<file path="src/rtl/otg_tmr_pkg.sv">
// Shared constants for the OTG interval timer: register addresses,
// control field positions, tick-select encodings and the divider function.
package otg_tmr_pkg;

    typedef enum logic [1:0] {
        TICK_10US  = 2'b00,
        TICK_100US = 2'b01,
        TICK_1MS   = 2'b10,
        TICK_10MS  = 2'b11
    } tick_sel_e;

    localparam logic [1:0] ADDR_CTRL  = 2'd0;
    localparam logic [1:0] ADDR_LIMIT = 2'd1;
    localparam logic [1:0] ADDR_ACK   = 2'd2;
    localparam logic [1:0] ADDR_COUNT = 2'd3;

    localparam int CTRL_RUN_BIT  = 0;
    localparam int CTRL_MODE_BIT = 1;
    localparam int CTRL_SEL_LSB  = 2;

    // Reference pulses per tick for a given select; base is the finest divisor.
    function automatic int unsigned tick_div(input logic [1:0] sel, input int unsigned base);
        case (sel)
            TICK_10US:  return base;
            TICK_100US: return base * 10;
            TICK_1MS:   return base * 100;
            default:    return base * 1000;
        endcase
    endfunction

endpackage

</file>
<file path="src/rtl/otg_tmr_prescaler.sv">
// Tick prescaler: counts reference pulses and emits a one-cycle tick every
// N pulses, where N follows the tick select. Assumes ref_en is a one-cycle
// pulse. The prescaler is held at zero while the timer is not running, so
// every run starts on a full tick period.
module otg_tmr_prescaler
    import otg_tmr_pkg::*;
#(
    parameter int unsigned BASE_DIV = 10
) (
    input  logic       clk,
    input  logic       rst_n,
    input  logic       run,
    input  logic       ref_en,
    input  logic [1:0] sel,
    output logic       tick
);

    localparam int unsigned MAX_DIV = BASE_DIV * 1000;
    localparam int          PRE_W   = $clog2(MAX_DIV);

    logic [PRE_W-1:0] pre_cnt;
    logic [PRE_W-1:0] last_val;

    // Terminal prescaler value for the selected tick period.
    always_comb last_val = PRE_W'(tick_div(sel, BASE_DIV) - 1);

    assign tick = run && ref_en && (pre_cnt >= last_val);

    // Reference pulse counter, cleared while stopped and on each tick.
    always_ff @(posedge clk) begin
        if (!rst_n) begin
            pre_cnt <= '0;
        end else if (!run) begin
            pre_cnt <= '0;
        end else if (ref_en) begin
            pre_cnt <= (pre_cnt >= last_val) ? '0 : pre_cnt + 1'b1;
        end
    end

    // without a reference pulse a running prescaler does not move.
    a_r10_hold_without_ref: assert property (@(posedge clk) disable iff (!rst_n)
        run && !ref_en |=> $stable(pre_cnt))
        else $error("prescaler moved without reference pulse");

endmodule

</file>
<file path="src/rtl/otg_tmr_counter.sv">
// Interval counter: advances on each tick and compares the next value with
// the limit. On a match it either holds at the limit (single-shot) or wraps
// to zero (repeating). A restart request zeroes it. Assumes tick is only
// asserted while running.
module otg_tmr_counter #(
    parameter int CNT_W = 16
) (
    input  logic             clk,
    input  logic             rst_n,
    input  logic             tick,
    input  logic             restart,
    input  logic             free_run,
    input  logic [CNT_W-1:0] limit,
    output logic [CNT_W-1:0] count,
    output logic             expire
);

    logic [CNT_W:0] next_wide;

    // Widened increment so the compare cannot overflow at the top value.
    always_comb next_wide = {1'b0, count} + 1'b1;

    assign expire = tick && (next_wide >= {1'b0, limit});

    // Count register: restart, then match handling, then plain increment.
    always_ff @(posedge clk) begin
        if (!rst_n) begin
            count <= '0;
        end else if (restart) begin
            count <= '0;
        end else if (expire) begin
            count <= free_run ? '0 : limit;
        end else if (tick) begin
            count <= next_wide[CNT_W-1:0];
        end
    end

    // a restart request leaves the count at zero.
    a_r7_restart_zeroes: assert property (@(posedge clk) disable iff (!rst_n)
        restart |=> count == '0)
        else $error("count not zeroed by restart");

    // the count changes only on ticks or restarts.
    a_r2_hold_between_ticks: assert property (@(posedge clk) disable iff (!rst_n)
        !tick && !restart |=> $stable(count))
        else $error("count moved without a tick");

    // a repeating match wraps the count.
    a_r6_wrap_on_match: assert property (@(posedge clk) disable iff (!rst_n)
        expire && free_run && !restart |=> count == '0)
        else $error("repeating run did not wrap");

endmodule

</file>
<file path="src/rtl/otg_tmr_regs.sv">
// Register block: holds the control fields, the limit and the sticky status.
// It decodes writes, forms the restart request and muxes reads. Expiry
// takes priority over an acknowledge in the same cycle. A control write
// takes priority over the self-clear of the run bit.
module otg_tmr_regs
    import otg_tmr_pkg::*;
#(
    parameter int CNT_W  = 16,
    parameter int DATA_W = 32
) (
    input  logic              clk,
    input  logic              rst_n,
    input  logic              wr_en,
    input  logic [1:0]        wr_addr,
    input  logic [DATA_W-1:0] wr_data,
    input  logic [1:0]        rd_addr,
    output logic [DATA_W-1:0] rd_data,
    input  logic [CNT_W-1:0]  count,
    input  logic              expire,
    output logic              run,
    output logic              free_run,
    output logic [1:0]        sel,
    output logic [CNT_W-1:0]  limit,
    output logic              restart,
    output logic              status
);

    logic ctrl_wr;
    logic limit_wr;
    logic ack_wr;

    // Write address decode.
    always_comb begin
        ctrl_wr  = wr_en && (wr_addr == ADDR_CTRL);
        limit_wr = wr_en && (wr_addr == ADDR_LIMIT);
        ack_wr   = wr_en && (wr_addr == ADDR_ACK) && wr_data[0];
    end

    // Restart on stop, or on a start from the stopped state.
    assign restart = ctrl_wr && !(run && wr_data[CTRL_RUN_BIT]);

    // Run bit: software write, else self-clear on a single-shot expiry.
    always_ff @(posedge clk) begin
        if (!rst_n) begin
            run <= 1'b0;
        end else if (ctrl_wr) begin
            run <= wr_data[CTRL_RUN_BIT];
        end else if (expire && !free_run) begin
            run <= 1'b0;
        end
    end

    // Mode, tick select and limit registers.
    always_ff @(posedge clk) begin
        if (!rst_n) begin
            free_run <= 1'b0;
            sel      <= 2'b00;
            limit    <= '0;
        end else begin
            if (ctrl_wr) begin
                free_run <= wr_data[CTRL_MODE_BIT];
                sel      <= wr_data[CTRL_SEL_LSB +: 2];
            end
            if (limit_wr) begin
                limit <= wr_data[CNT_W-1:0];
            end
        end
    end

    // Sticky status: expiry sets it and wins over an acknowledge.
    always_ff @(posedge clk) begin
        if (!rst_n) begin
            status <= 1'b0;
        end else if (expire) begin
            status <= 1'b1;
        end else if (ack_wr) begin
            status <= 1'b0;
        end
    end

    // Read multiplexer.
    always_comb begin
        rd_data = '0;
        case (rd_addr)
            ADDR_CTRL: begin
                rd_data[CTRL_RUN_BIT]        = run;
                rd_data[CTRL_MODE_BIT]       = free_run;
                rd_data[CTRL_SEL_LSB +: 2]   = sel;
            end
            ADDR_LIMIT: rd_data[CNT_W-1:0] = limit;
            ADDR_ACK:   rd_data[0]         = status;
            default:    rd_data[CNT_W-1:0] = count;
        endcase
    end

    // the status holds unless acknowledged.
    a_r5_sticky: assert property (@(posedge clk) disable iff (!rst_n)
        status && !ack_wr |=> status)
        else $error("status dropped without acknowledge");

    // an acknowledge with no expiry clears the status.
    a_r5_ack_clears: assert property (@(posedge clk) disable iff (!rst_n)
        ack_wr && !expire |=> !status)
        else $error("acknowledge did not clear status");

    // an expiry always leaves the status set.
    a_r9_expire_wins: assert property (@(posedge clk) disable iff (!rst_n)
        expire |=> status)
        else $error("expiry lost");

    // a single-shot expiry drops the run bit.
    a_r4_self_clear: assert property (@(posedge clk) disable iff (!rst_n)
        expire && !free_run && !ctrl_wr |=> !run)
        else $error("run bit not self-cleared");

endmodule

</file>
<file path="src/rtl/otg_interval_timer.sv">
// Top of the OTG interval timer: connects the register block, the tick
// prescaler and the interval counter. Assumes ref_tick_i is a one-cycle
// pulse at 1 MHz in the clk domain. The read data is combinational.
module otg_interval_timer #(
    parameter int          CNT_W    = 16,
    parameter int          DATA_W   = 32,
    parameter int unsigned BASE_DIV = 10
) (
    input  logic              clk,
    input  logic              rst_n,
    input  logic              ref_tick_i,
    input  logic              wr_en_i,
    input  logic [1:0]        wr_addr_i,
    input  logic [DATA_W-1:0] wr_data_i,
    input  logic [1:0]        rd_addr_i,
    output logic [DATA_W-1:0] rd_data_o,
    output logic              irq_o
);

    logic             run;
    logic             free_run;
    logic [1:0]       sel;
    logic [CNT_W-1:0] limit;
    logic [CNT_W-1:0] count;
    logic             restart;
    logic             expire;
    logic             tick;
    logic             status;

    otg_tmr_regs #(.CNT_W(CNT_W), .DATA_W(DATA_W)) i_regs (
        .clk      (clk),
        .rst_n    (rst_n),
        .wr_en    (wr_en_i),
        .wr_addr  (wr_addr_i),
        .wr_data  (wr_data_i),
        .rd_addr  (rd_addr_i),
        .rd_data  (rd_data_o),
        .count    (count),
        .expire   (expire),
        .run      (run),
        .free_run (free_run),
        .sel      (sel),
        .limit    (limit),
        .restart  (restart),
        .status   (status)
    );

    otg_tmr_prescaler #(.BASE_DIV(BASE_DIV)) i_prescaler (
        .clk    (clk),
        .rst_n  (rst_n),
        .run    (run),
        .ref_en (ref_tick_i),
        .sel    (sel),
        .tick   (tick)
    );

    otg_tmr_counter #(.CNT_W(CNT_W)) i_counter (
        .clk      (clk),
        .rst_n    (rst_n),
        .tick     (tick),
        .restart  (restart),
        .free_run (free_run),
        .limit    (limit),
        .count    (count),
        .expire   (expire)
    );

    assign irq_o = status;

endmodule

</file>
<file path="config.mk">
export PLATFORM = sky130hd
export DESIGN_NAME = otg_interval_timer
export DESIGN_NICKNAME = d
export VERILOG_FILES = /design/src/rtl/otg_tmr_pkg.sv /design/src/rtl/otg_tmr_prescaler.sv /design/src/rtl/otg_tmr_counter.sv /design/src/rtl/otg_tmr_regs.sv /design/src/rtl/otg_interval_timer.sv
export SDC_FILE = /design/constraint.sdc
export NUM_CORES = 1
export LEC_CHECK = 0
export BUFFER_PORTS_ARGS = -buffer_cell sky130_fd_sc_hd__buf_2
export CELL_PAD_IN_SITES_DETAIL_PLACEMENT = 0
export CELL_PAD_IN_SITES_GLOBAL_PLACEMENT = 1
export CORE_MARGIN = 2
export CORE_UTILIZATION = 37
export CTS_CLUSTER_SIZE = 10
export DETAILED_ROUTE_END_ITERATION = 16
export PLACE_DENSITY_LB_ADDON = 0.1
export SYNTH_ARGS = -nofsm -noshare
export SYNTH_HDL_FRONTEND = slang
export SYNTH_SLANG_ARGS = --single-unit
</file>
<file path="constraint.sdc">
create_clock -name clk -period 3.2 [get_ports clk]
set_input_delay 0 -clock clk [delete_from_list [all_inputs] [get_ports clk]]
set_output_delay 0 -clock clk [all_outputs]
set_load 0.005 [all_outputs]
</file>
==> impl_metrics.xml, run 1 <==
<?xml version="1.0" encoding="UTF-8"?>
<metrics>
  <group name="outcome">
    <metric name="status" unit="">finished, final reports clean</metric>
  </group>
  <group name="sta">
    <metric name="final.setup_skew" unit="ns">0.00737</metric>
    <metric name="fmax" unit="GHz">0.328</metric>
    <metric name="timing.slew.headroom" unit="%">46.5</metric>
    <metric name="timing.final.crit_share" unit="%">95.3</metric>
    <metric name="timing_max_transition_violations_final" unit="">0</metric>
    <metric name="final_hold_viols" unit="">0</metric>
    <metric name="period_needed" unit="ns">3.05</metric>
    <metric name="setup-tns-final" unit="ns">0</metric>
    <metric name="tightest_slew" unit="ns">0.802</metric>
    <metric name="timing.final.setup_violations" unit="">0</metric>
    <metric name="hold_slack" unit="ns">0.0839</metric>
  </group>
  <group name="logic_synthesis">
    <metric name="ys_seq_area_share" unit="%">26.8</metric>
    <metric name="synthesis_warnings" unit="">0</metric>
    <metric name="yosys_cell_types" unit="">50</metric>
    <metric name="synth.ff_latch_count" unit="">51</metric>
    <metric name="syn_avg_cell_area" unit="sq um">8.02</metric>
    <metric name="synth_area" unit="sq um">3820</metric>
    <metric name="synth_edf_count" unit="">0</metric>
    <metric name="synth_async_sr_flop_share" unit="%">0</metric>
    <metric name="synthFlopType" unit="">dfxtp_1</metric>
    <metric name="syn-instance-count" unit="">476</metric>
  </group>
  <group name="die">
    <metric name="std_cell_rows" unit="">37</metric>
    <metric name="floorplan.die.height" unit="um">106</metric>
    <metric name="core_area" unit="sq um">10200</metric>
    <metric name="floorplan.initialDensity" unit="%">37.5</metric>
    <metric name="dieArea" unit="sq um">11100</metric>
    <metric name="ios" unit="">73</metric>
    <metric name="die_w" unit="um">106</metric>
  </group>
  <group name="min_path">
    <metric name="min_path_type" unit="">input port to register</metric>
  </group>
  <group name="detailed_routing">
    <metric name="detailedRoute.firstIterationViolations" unit="">144</metric>
    <metric name="routed_length_per_instance" unit="um">14.5</metric>
    <metric name="dr_total_vias" unit="">3368</metric>
    <metric name="remaining_drc_errors" unit="">0</metric>
    <metric name="drt_pass1_iterations" unit="">4</metric>
    <metric name="routed_via_density" unit="">4.95</metric>
    <metric name="wirelength" unit="mm">9.88</metric>
    <metric name="postRouteAntennaNets" unit="">0</metric>
  </group>
  <group name="clock_tree">
    <metric name="cts_buffers" unit="">5</metric>
    <metric name="clock_sinks" unit="">51</metric>
    <metric name="clk_path_buf_depth" unit="">2</metric>
    <metric name="clk-insertion-delay-late" unit="ns">0.31</metric>
    <metric name="h-tree-depth" unit="">2</metric>
    <metric name="clk_pin_slew_worst_setup_hold_paths" unit="ns">0.10</metric>
    <metric name="cts_tree" unit="">done</metric>
    <metric name="cts_root_buffer" unit="">clkbuf_8</metric>
  </group>
  <group name="grt">
    <metric name="number_of_global_route_vias_before_repair" unit="">3208</metric>
    <metric name="grt_use_met3" unit="%">2.16</metric>
    <metric name="wire_length_of_the_first_global_routing_pass" unit="mm">16.3</metric>
    <metric name="met1_usage" unit="%">28.0</metric>
    <metric name="grt_max_degree" unit="">25</metric>
    <metric name="grt_use_met2" unit="%">27.2</metric>
    <metric name="global_route.overflow_total" unit="">0</metric>
    <metric name="grtUsageTotal" unit="%">18.2</metric>
    <metric name="grt_antenna_before_repair" unit="">0</metric>
    <metric name="routing_layer_with_the_top_usage_in_global_route" unit="">met1</metric>
  </group>
  <group name="pwr">
    <metric name="switching_power" unit="W">0.000369</metric>
    <metric name="report.power.total" unit="W">0.00139</metric>
    <metric name="switching_share" unit="%">26.5</metric>
    <metric name="static-leakage-power" unit="nW">1.97</metric>
    <metric name="p_int" unit="W">0.00102</metric>
    <metric name="comb_power_share" unit="%">18.0</metric>
    <metric name="power.share.sequential" unit="%">47.1</metric>
    <metric name="ir_worst_vdd" unit="V">0.000208</metric>
    <metric name="power.clock.fraction" unit="%">34.9</metric>
    <metric name="power_per_cell_area" unit="nW/um^2">300</metric>
  </group>
  <group name="place">
    <metric name="dp.cells" unit="">652</metric>
    <metric name="final_hpwl_from_detailed_placement" unit="mm">7.05</metric>
    <metric name="place.port_buffers" unit="">40</metric>
    <metric name="finalWeightedCongestion" unit="">0.825</metric>
    <metric name="place_area" unit="sq um">4210</metric>
  </group>
  <group name="critical_path">
    <metric name="worstSetupEndpointType" unit="">register</metric>
    <metric name="crit_type" unit="">register to register</metric>
    <metric name="timing.critical_path.required" unit="ns">3.41</metric>
    <metric name="critical_path_arrival" unit="ns">3.26</metric>
    <metric name="crit_path_max_fanout" unit="">7</metric>
    <metric name="worstSetupStartpointType" unit="">register</metric>
  </group>
  <group name="layout">
    <metric name="finish.net_count" unit="">621</metric>
    <metric name="n_antenna_cell" unit="">0</metric>
    <metric name="area_of_all_placed_cells_without_fillers" unit="sq um">4650</metric>
    <metric name="syn2layout_area_growth" unit="%">21.8</metric>
    <metric name="layout.cells.most_common" unit="">nand2_1</metric>
    <metric name="layout.cells.non_filler" unit="">680</metric>
    <metric name="layout_cell_share_with_drive_strength_beyond_1" unit="%">18.8</metric>
    <metric name="final_cell_mix" unit="">nand2_1, nor2_1, dfxtp_1</metric>
  </group>
  <group name="run">
    <metric name="maxCapViolCount" unit="">0</metric>
  </group>
</metrics>
## power groups by stage
| stage | logic (W) | clock network [W] | registers [W] |
|---|---|---|---|
| global placement | 0.000194 | 0 | 0.000670 |
| floorplan | 0.000148 | 0 | 0.000663 |
| CTS | 0.000210 | 0.000511 | 0.000655 |
| finish | 0.000251 | 0.000486 | 0.000656 |
| global route | 0.000271 | 0.000533 | 0.000658 |
| detailed placement | 0.000194 | 0 | 0.000670 |
## cells in the mapped netlist, types with 17 or more instances
cell type | n | area (sq um)
mux2i_1 | 32 | 320
nor2b_1 | 17 | 106
o21ai_0 | 18 | 90.1
ha_1 | 38 | 475
a21boi_0 | 18 | 135
inv_1 | 25 | 93.8
nand3_1 | 24 | 120
dfxtp_1 | 51 | 1020
nor2_1 | 48 | 180
buf_4 | 17 | 128
nand2_1 | 56 | 210
a21oi_1 | 18 | 90.1
## critical path, stage by stage (launching register included)
cell and delay, ns:
dfxtp_2 0.37, ha_4 0.13, nand4_1 0.17, or2_4 0.29, nor2_1 0.13, xor2_1 0.21, ha_1 0.27, and3_1 0.15
and3_4 0.19, a221oi_4 0.30, nand4_4 0.23, and4b_1 0.27, o31a_1 0.23
## sequential cells by signal, summed over array words and instances (netlist names)
signal,flops
i_counter.count,16
i_regs.limit,16
i_prescaler.pre_cnt,14
i_regs.sel,2
i_regs.free_run,1
i_regs.run,1
i_regs.status,1
## logic make-up (layout without fill, tap and decap cells)
family	after synthesis	in the layout	share of synthesized area, %
buffers and inverters	66	119	8.75
other	2	17	0.197
AOI/OAI and AO/OA	79	79	13.7
muxes	33	33	8.98
DFF	51	51	26.8
xor gates and xnor gates	27	27	6.20
and+or+nand+nor	180	180	23.0
adders and majority gates	38	38	12.5
## path summary, 6_finish.rpt
check | cells past startpoint | end | slack [ns] | startpoint
min reg2reg | 2 | i_regs.limit[13] | 0.49 | i_regs.limit[13]
max reg2reg | 12 | i_counter.count[0] | 0.15 | i_counter.count[1]
max | 12 | i_counter.count[0] | 0.15 | i_counter.count[1]
min | 3 | i_prescaler.pre_cnt[0] | 0.08 | ref_tick_i
## layout make-up
| class | count | area [sq um] |
|---|---|---|
| clock inverters | 2 | 35.0 |
| fillers | 1071 | 5540 |
| repair buffers | 86 | 633 |
| flip-flops and latches | 51 | 1030 |
| inverters | 25 | 93.8 |
| clock buffers | 6 | 82.6 |
| multi-input cells | 374 | 2610 |
| well taps | 136 | 170 |
## stage by stage
stage               worst slack (ns)  util, %
floorplan                      0.127        -
global placement               0.125     41.3
detailed placement             0.101     41.3
CTS                           0.0657     44.1
global route                 -0.0231     45.6
finish                         0.149     45.6
## per-layer routing
metal / wire length, um / vias up / part of all wire (%)
met5: 0 / - / 0
met1: 5440 / 1571 / 55
met2: 4070 / 63 / 41
li1: - / 1729 / -
met4: 70 / 0 / 0.71
met3: 307 / 5 / 3.1
## timing repair
| action | CTS | global route |
|---|---|---|
| gates resized for setup | 0 | 18 |
| endpoints found under the hold margin | 20 | 0 |
| buffers inserted | 0 | 2 |
| hold buffers | 16 | 0 |
| endpoints found under the setup margin | 0 | 18 |
Note: power is estimated with default switching activity, not from simulation.
==> inputs of run 2 (changes only) <==
Settings changed: MAX_ROUTING_LAYER from default to met4.
Clock period 3.2 ns to 2.65 ns, I/O delays scaled along.
==> run 2 against run 1 <==
- the run now ends with negative setup slack left
- non-clock buffer count grew 36
- sequential cell count is the same
- combinational power grew 17%
- fmax grew 1.1%
- cell area grew 8.5%
- via count grew 3.7%
- critical path type unchanged
- largest power group unchanged
- highest routed layer unchanged
==> impl_metrics.xml, run 2 (synthesized netlist as in run 1, its figures left out) <==
<?xml version="1.0" encoding="UTF-8"?>
<metrics>
  <group name="sta">
    <metric name="final.setup.worst_slack" unit="ns">-0.368</metric>
    <metric name="timing.final.setup_violations" unit="">18</metric>
    <metric name="timing.slew.headroom" unit="%">45.8</metric>
    <metric name="fmax" unit="GHz">0.331</metric>
    <metric name="hold_slack" unit="ns">0.0708</metric>
    <metric name="timing_max_transition_violations_final" unit="">0</metric>
    <metric name="tightest_slew" unit="ns">0.813</metric>
    <metric name="timing.final.crit_share" unit="%">114</metric>
    <metric name="final_hold_viols" unit="">0</metric>
    <metric name="period_needed" unit="ns">3.02</metric>
    <metric name="grt_setup_unrepaired" unit="">true</metric>
    <metric name="final.setup_skew" unit="ns">0.0214</metric>
    <metric name="setup-tns-final" unit="ns">-5.76</metric>
  </group>
  <group name="die">
    <metric name="core_area" unit="sq um">10200</metric>
    <metric name="ios" unit="">73</metric>
    <metric name="std_cell_rows" unit="">37</metric>
    <metric name="floorplan.initialDensity" unit="%">37.5</metric>
    <metric name="floorplan.die.height" unit="um">106</metric>
    <metric name="die_w" unit="um">106</metric>
    <metric name="dieArea" unit="sq um">11100</metric>
  </group>
  <group name="grt">
    <metric name="global_route.overflow_total" unit="">0</metric>
    <metric name="grt_max_degree" unit="">25</metric>
    <metric name="number_of_global_route_vias_before_repair" unit="">3380</metric>
    <metric name="wire_length_of_the_first_global_routing_pass" unit="mm">17.3</metric>
    <metric name="grt_antenna_before_repair" unit="">0</metric>
    <metric name="grtUsageTotal" unit="%">20.0</metric>
  </group>
  <group name="critical_path">
    <metric name="worstSetupEndpointType" unit="">register</metric>
    <metric name="timing.critical_path.required" unit="ns">2.87</metric>
    <metric name="rr_worst_depth" unit="">12</metric>
    <metric name="worstSetupStartpoint" unit="">i_counter.count[1]</metric>
    <metric name="crit-reg2reg-launch" unit="">i_counter.count[1]</metric>
    <metric name="crit_path_max_fanout" unit="">6</metric>
    <metric name="critical_path_arrival" unit="ns">3.24</metric>
    <metric name="worstSetupStartpointType" unit="">register</metric>
    <metric name="crit_type" unit="">register to register</metric>
  </group>
  <group name="layout">
    <metric name="layout.cells.most_common" unit="">buf_4</metric>
    <metric name="final_cell_mix" unit="">buf_4, nand2_1, dfxtp_1</metric>
    <metric name="reg.largest.list" unit="">i_counter.count (16), i_regs.limit (16), i_prescaler.pre_cnt (14)</metric>
    <metric name="finish.net_count" unit="">657</metric>
    <metric name="layout_cell_share_with_drive_strength_beyond_1" unit="%">27.4</metric>
    <metric name="n_antenna_cell" unit="">0</metric>
    <metric name="postLayoutCoreUtil" unit="%">49.5</metric>
    <metric name="syn2layout_area_growth" unit="%">32.1</metric>
  </group>
  <group name="detailed_routing">
    <metric name="detailedRoute.firstIterationViolations" unit="">156</metric>
    <metric name="postRouteAntennaNets" unit="">0</metric>
    <metric name="routed_via_density" unit="">4.88</metric>
    <metric name="wirelength" unit="mm">10.4</metric>
    <metric name="drt_pass1_iterations" unit="">4</metric>
    <metric name="dr_total_vias" unit="">3493</metric>
    <metric name="remaining_drc_errors" unit="">0</metric>
    <metric name="routed_length_per_instance" unit="um">14.5</metric>
  </group>
  <group name="place">
    <metric name="post-place-ws" unit="ns">-0.452</metric>
    <metric name="final_hpwl_from_detailed_placement" unit="mm">7.54</metric>
    <metric name="finalWeightedCongestion" unit="">0.874</metric>
    <metric name="place.port_buffers" unit="">40</metric>
  </group>
  <group name="clock_tree">
    <metric name="h-tree-depth" unit="">2</metric>
    <metric name="clk_pin_slew_worst_setup_hold_paths" unit="ns">0.12</metric>
    <metric name="clk_path_buf_depth" unit="">2</metric>
    <metric name="cts_tree" unit="">done</metric>
    <metric name="clock_sinks" unit="">51</metric>
    <metric name="cts_buffers" unit="">5</metric>
    <metric name="cts_root_buffer" unit="">clkbuf_8</metric>
    <metric name="clk-insertion-delay-late" unit="ns">0.33</metric>
  </group>
  <group name="pwr">
    <metric name="report.power.total" unit="W">0.00176</metric>
    <metric name="power_per_cell_area" unit="nW/um^2">350</metric>
    <metric name="ir_worst_vdd" unit="V">0.000283</metric>
    <metric name="static-leakage-power" unit="nW">2.16</metric>
  </group>
  <group name="outcome">
    <metric name="failed_checks" unit="">negative setup slack</metric>
    <metric name="status" unit="">finished with violations</metric>
  </group>
  <group name="min_path">
    <metric name="hold-path-cell-count" unit="">3</metric>
    <metric name="timing.hold.worst.start" unit="">ref_tick_i</metric>
    <metric name="min_path_type" unit="">input port to register</metric>
  </group>
  <group name="run">
    <metric name="maxCapViolCount" unit="">0</metric>
  </group>
</metrics>
[run 2: changes by cell type in the layout (fill, tap and decap cells not counted), moves of 5 or more]
cell | before | now
ha_1 | 37 | 31
nor2_1 | 48 | 38
buf_4 | 27 | 60
nor2_4 | 0 | 8
inv_1 | 25 | 20
[run 2: worst paths after layout]
path	endpoint	slack, ns
min reg2reg	i_regs.limit[1]	0.50
min	i_prescaler.pre_cnt[0]	0.07
max	i_counter.count[0]	-0.37
max reg2reg	i_counter.count[0]	-0.37
[run 2: worst max-delay path, stage by stage, from the launching register on]
cell,delay [ns]
dfxtp_4,0.38
ha_4,0.13
nand4_1,0.16
nor3_2,0.29
nand3_1,0.17
xnor2_2,0.18
ha_1,0.32
and3_4,0.16
and3_4,0.17
a221oi_4,0.29
nand4_4,0.18
and4b_1,0.25
o31a_1,0.23
[run 2: metrics by stage]
stage                     cell area (sq um)  std cells
after global placement                 4470        682
after floorplan                        3930        491
after CTS                              4880        714
final                                  5040        716
after detailed placement               4470        682
after global routing                   5040        716
[run 2: timing repair]
| action | in CTS | in global routing |
|---|---|---|
| hold endpoints to repair | 20 | 0 |
| resized for setup | 9 | 45 |
| setup endpoints to repair | 18 | 32 |
| hold buffers | 16 | 0 |
| cloned | 0 | 1 |
| buffers inserted | 8 | 1 |
| pin swaps | 12 | 17 |
[run 2: final cells by class]
cell class | instances | area, sq um
Multi-Input combinational cell | 374 | 2720
Timing Repair Buffer | 122 | 886
Clock buffer | 5 | 68.8
Fill cell | 1041 | 5140
Inverter | 25 | 96.3
Sequential cell | 51 | 1030
Tap cell | 136 | 170
Clock inverter | 3 | 67.6
[run 2: per-layer routing]
metal | GRT usage [%] | vias up | share of wire, %
met5 | - | - | 0
met4 | 4.14 | 0 | 0.98
met3 | 2.84 | 7 | 4.6
met2 | 27.6 | 67 | 41
met1 | 30.7 | 1616 | 53
li1 | - | 1803 | -
[run 2: power by group]
group	total (W)	switching, W	internal (W)
clock network	0.000682	0.000305	0.000377
logic	0.000294	0.000148	0.000146
registers	0.000788	0.0000137	0.000774
total	0.00176	0.000466	0.00130
==> inputs of run 3 (changes only) <==
Settings changed: RECOVER_POWER from default to 25.
==> run 3 against run 2 <==
- the run still ends with negative setup slack left
- clock-buffer cell count stayed put
- global-route usage is the same
- largest cell class unchanged
- combinational power barely moved
- core utilization barely moved
- wire length is essentially flat
- via count unchanged
- sequential power hardly changed
- non-clock buffer count did not move
- sequential share of layout area hardly changed
==> impl_metrics.xml, run 3 (synthesized netlist as in run 1, its figures left out) <==
<?xml version="1.0" encoding="UTF-8"?>
<metrics>
  <group name="sta">
    <metric name="final.setup_skew" unit="ns">0.0214</metric>
    <metric name="timing.slew.headroom" unit="%">45.8</metric>
    <metric name="period_needed" unit="ns">3.02</metric>
    <metric name="fmax" unit="GHz">0.331</metric>
    <metric name="final_hold_viols" unit="">0</metric>
    <metric name="grt_setup_unrepaired" unit="">true</metric>
    <metric name="timing.final.crit_share" unit="%">114</metric>
    <metric name="timing.final.setup_violations" unit="">18</metric>
    <metric name="final.setup.worst_slack" unit="ns">-0.368</metric>
    <metric name="setup-tns-final" unit="ns">-5.76</metric>
    <metric name="tightest_slew" unit="ns">0.813</metric>
    <metric name="timing_max_transition_violations_final" unit="">0</metric>
  </group>
  <group name="clock_tree">
    <metric name="clock_sinks" unit="">51</metric>
    <metric name="clk_pin_slew_worst_setup_hold_paths" unit="ns">0.12</metric>
    <metric name="cts_buffers" unit="">5</metric>
    <metric name="cts_root_buffer" unit="">clkbuf_8</metric>
    <metric name="cts_tree" unit="">done</metric>
    <metric name="h-tree-depth" unit="">2</metric>
    <metric name="clk-insertion-delay-late" unit="ns">0.33</metric>
    <metric name="clk_path_buf_depth" unit="">2</metric>
  </group>
  <group name="place">
    <metric name="dp.cells" unit="">682</metric>
    <metric name="place.port_buffers" unit="">40</metric>
    <metric name="post-place-ws" unit="ns">-0.452</metric>
    <metric name="finalWeightedCongestion" unit="">0.874</metric>
    <metric name="final_hpwl_from_detailed_placement" unit="mm">7.54</metric>
  </group>
  <group name="detailed_routing">
    <metric name="drt_pass1_iterations" unit="">4</metric>
    <metric name="routed_length_per_instance" unit="um">14.5</metric>
    <metric name="routed_via_density" unit="">4.88</metric>
    <metric name="remaining_drc_errors" unit="">0</metric>
    <metric name="postRouteAntennaNets" unit="">0</metric>
    <metric name="detailedRoute.firstIterationViolations" unit="">156</metric>
    <metric name="wirelength" unit="mm">10.4</metric>
    <metric name="dr_total_vias" unit="">3493</metric>
  </group>
  <group name="die">
    <metric name="die_w" unit="um">106</metric>
    <metric name="std_cell_rows" unit="">37</metric>
    <metric name="core_area" unit="sq um">10200</metric>
    <metric name="dieArea" unit="sq um">11100</metric>
    <metric name="ios" unit="">73</metric>
    <metric name="floorplan.die.height" unit="um">106</metric>
    <metric name="floorplan.initialDensity" unit="%">37.5</metric>
  </group>
  <group name="critical_path">
    <metric name="crit-reg2reg-launch" unit="">i_counter.count[1]</metric>
    <metric name="critical-path-top-cell-by-count" unit="">and3_4</metric>
    <metric name="worst_r2r_endpoint" unit="">i_counter.count[0]</metric>
    <metric name="worst-r2r-setup-slack" unit="ns">-0.37</metric>
    <metric name="slowest_delay" unit="ns">0.38</metric>
    <metric name="cp_cell_sequence" unit="">ha_4 &gt; nand4_1 &gt; nor3_2 &gt; nand3_1 &gt; xnor2_2 &gt; ha_1 &gt; and3_4 &gt; and3_4 &gt; a221oi_4 &gt; nand4_4 &gt; and4b_1 &gt; o31a_1</metric>
    <metric name="critical_path_arrival" unit="ns">3.24</metric>
    <metric name="timing.critical_path.slowest_stage_cell" unit="">dfxtp_4</metric>
    <metric name="timing.critical_path.required" unit="ns">2.87</metric>
    <metric name="crit_path_max_fanout" unit="">6</metric>
    <metric name="crit_type" unit="">register to register</metric>
    <metric name="worstSetupEndpointType" unit="">register</metric>
    <metric name="worstSetupStartpointType" unit="">register</metric>
    <metric name="rr_worst_depth" unit="">12</metric>
  </group>
  <group name="layout">
    <metric name="final_cell_mix" unit="">buf_4, nand2_1, dfxtp_1</metric>
    <metric name="fill_cells" unit="">1042</metric>
    <metric name="finish.net_count" unit="">657</metric>
    <metric name="n_antenna_cell" unit="">0</metric>
    <metric name="reg.largest.list" unit="">i_counter.count (16), i_regs.limit (16), i_prescaler.pre_cnt (14)</metric>
    <metric name="layout_cell_share_with_drive_strength_beyond_1" unit="%">27.2</metric>
    <metric name="layout.cells.most_common" unit="">buf_4</metric>
    <metric name="syn2layout_area_growth" unit="%">32.1</metric>
    <metric name="layout.cells.non_filler" unit="">716</metric>
  </group>
  <group name="grt">
    <metric name="grtUsageTotal" unit="%">20.0</metric>
    <metric name="wire_length_of_the_first_global_routing_pass" unit="mm">17.3</metric>
    <metric name="grt_antenna_before_repair" unit="">0</metric>
    <metric name="number_of_global_route_vias_before_repair" unit="">3380</metric>
    <metric name="global_route.overflow_total" unit="">0</metric>
    <metric name="grt_max_degree" unit="">25</metric>
  </group>
  <group name="min_path">
    <metric name="min_path_type" unit="">input port to register</metric>
    <metric name="timing.hold.worst.start" unit="">ref_tick_i</metric>
    <metric name="hold-path-cell-count" unit="">3</metric>
    <metric name="hold_path_end" unit="">i_prescaler.pre_cnt[0]</metric>
  </group>
  <group name="pwr">
    <metric name="ir_worst_vdd" unit="V">0.000283</metric>
    <metric name="switching_share" unit="%">26.4</metric>
    <metric name="switching_power" unit="W">0.000466</metric>
    <metric name="static-leakage-power" unit="nW">2.16</metric>
    <metric name="power_per_cell_area" unit="nW/um^2">350</metric>
    <metric name="power.clock.fraction" unit="%">38.7</metric>
    <metric name="comb_power_share" unit="%">16.7</metric>
    <metric name="power.share.sequential" unit="%">44.7</metric>
    <metric name="p_int" unit="W">0.00130</metric>
  </group>
  <group name="outcome">
    <metric name="status" unit="">finished with violations</metric>
    <metric name="failed_checks" unit="">negative setup slack</metric>
  </group>
  <group name="run">
    <metric name="maxCapViolCount" unit="">0</metric>
  </group>
</metrics>
## run 3: per-stage QoR
step	instance area (sq um)	hold WS, ns	utilization [%]	power [W]
detailed placement	4470	0.261	43.9	0.00106
floorplan	3930	0.135	-	0.000985
global placement	4470	0.254	43.9	0.00105
finish	5040	0.0708	49.5	0.00176
CTS	4880	0.0511	47.9	0.00177
global route	5040	0.0880	49.5	0.00184
## run 3: worst max-delay path, delay by kind of cell, from the launching register on
kind / cells / cell delay, ns
compound gates: 2 / 0.52
xor+xnor: 1 / 0.18
fa+ha+maj: 2 / 0.45
flops: 1 / 0.38
simple gates: 7 / 1.38
## run 3: metal layers
| metal | vias up | routed length (um) | track usage [%] |
|---|---|---|---|
| met5 | - | 0 | - |
| met4 | 0 | 102 | 4.14 |
| met3 | 7 | 478 | 2.84 |
| met2 | 67 | 4300 | 27.6 |
| met1 | 1616 | 5520 | 30.7 |
| li1 | 1803 | - | - |
## run 3: layout make-up
| type | count | area, sq um | share of cell area, % |
|---|---|---|---|
| Tap cell | 136 | 170 | 3.38 |
| Clock buffer | 5 | 68.8 | 1.37 |
| Sequential cell | 51 | 1030 | 20.5 |
| Timing Repair Buffer | 122 | 885 | 17.5 |
| Clock inverter | 3 | 67.6 | 1.34 |
| Inverter | 25 | 96.3 | 1.91 |
| Multi-Input combinational cell | 374 | 2720 | 54.0 |
## run 3: worst max path at each step
stage | start | to | slack [ns] | cells after the start
global route | i_counter.count[1] | i_counter.count[1] | -0.54 | 14
global placement | i_counter.count[0] | i_counter.count[8] | -0.35 | 13
CTS | i_counter.count[1] | i_counter.count[0] | -0.40 | 13
floorplan | i_counter.count[0] | i_counter.count[0] | -0.10 | 12
detailed placement | i_counter.count[4] | i_counter.count[12] | -0.45 | 12
finish | i_counter.count[1] | i_counter.count[0] | -0.37 | 12
## run 3: power by group through the flow
stage / Clock [W] / Combinational, W / Sequential [W]
2_1_floorplan: 0 / 0.000187 / 0.000798
3_3_place_gp: 0 / 0.000247 / 0.000805
3_5_place_dp: 0 / 0.000251 / 0.000805
4_1_cts: 0.000695 / 0.000284 / 0.000787
5_1_grt: 0.000725 / 0.000325 / 0.000790
6_report: 0.000682 / 0.000294 / 0.000788
## run 3: timing repair
action | 4_1_cts | 5_1_grt
setup endpoints to repair | 18 | 32
pin swaps | 12 | 17
hold buffers | 16 | 0
resized for setup | 9 | 45
endpoints found under the hold margin | 20 | 0
gates cloned | 0 | 1
setup buffers | 8 | 1
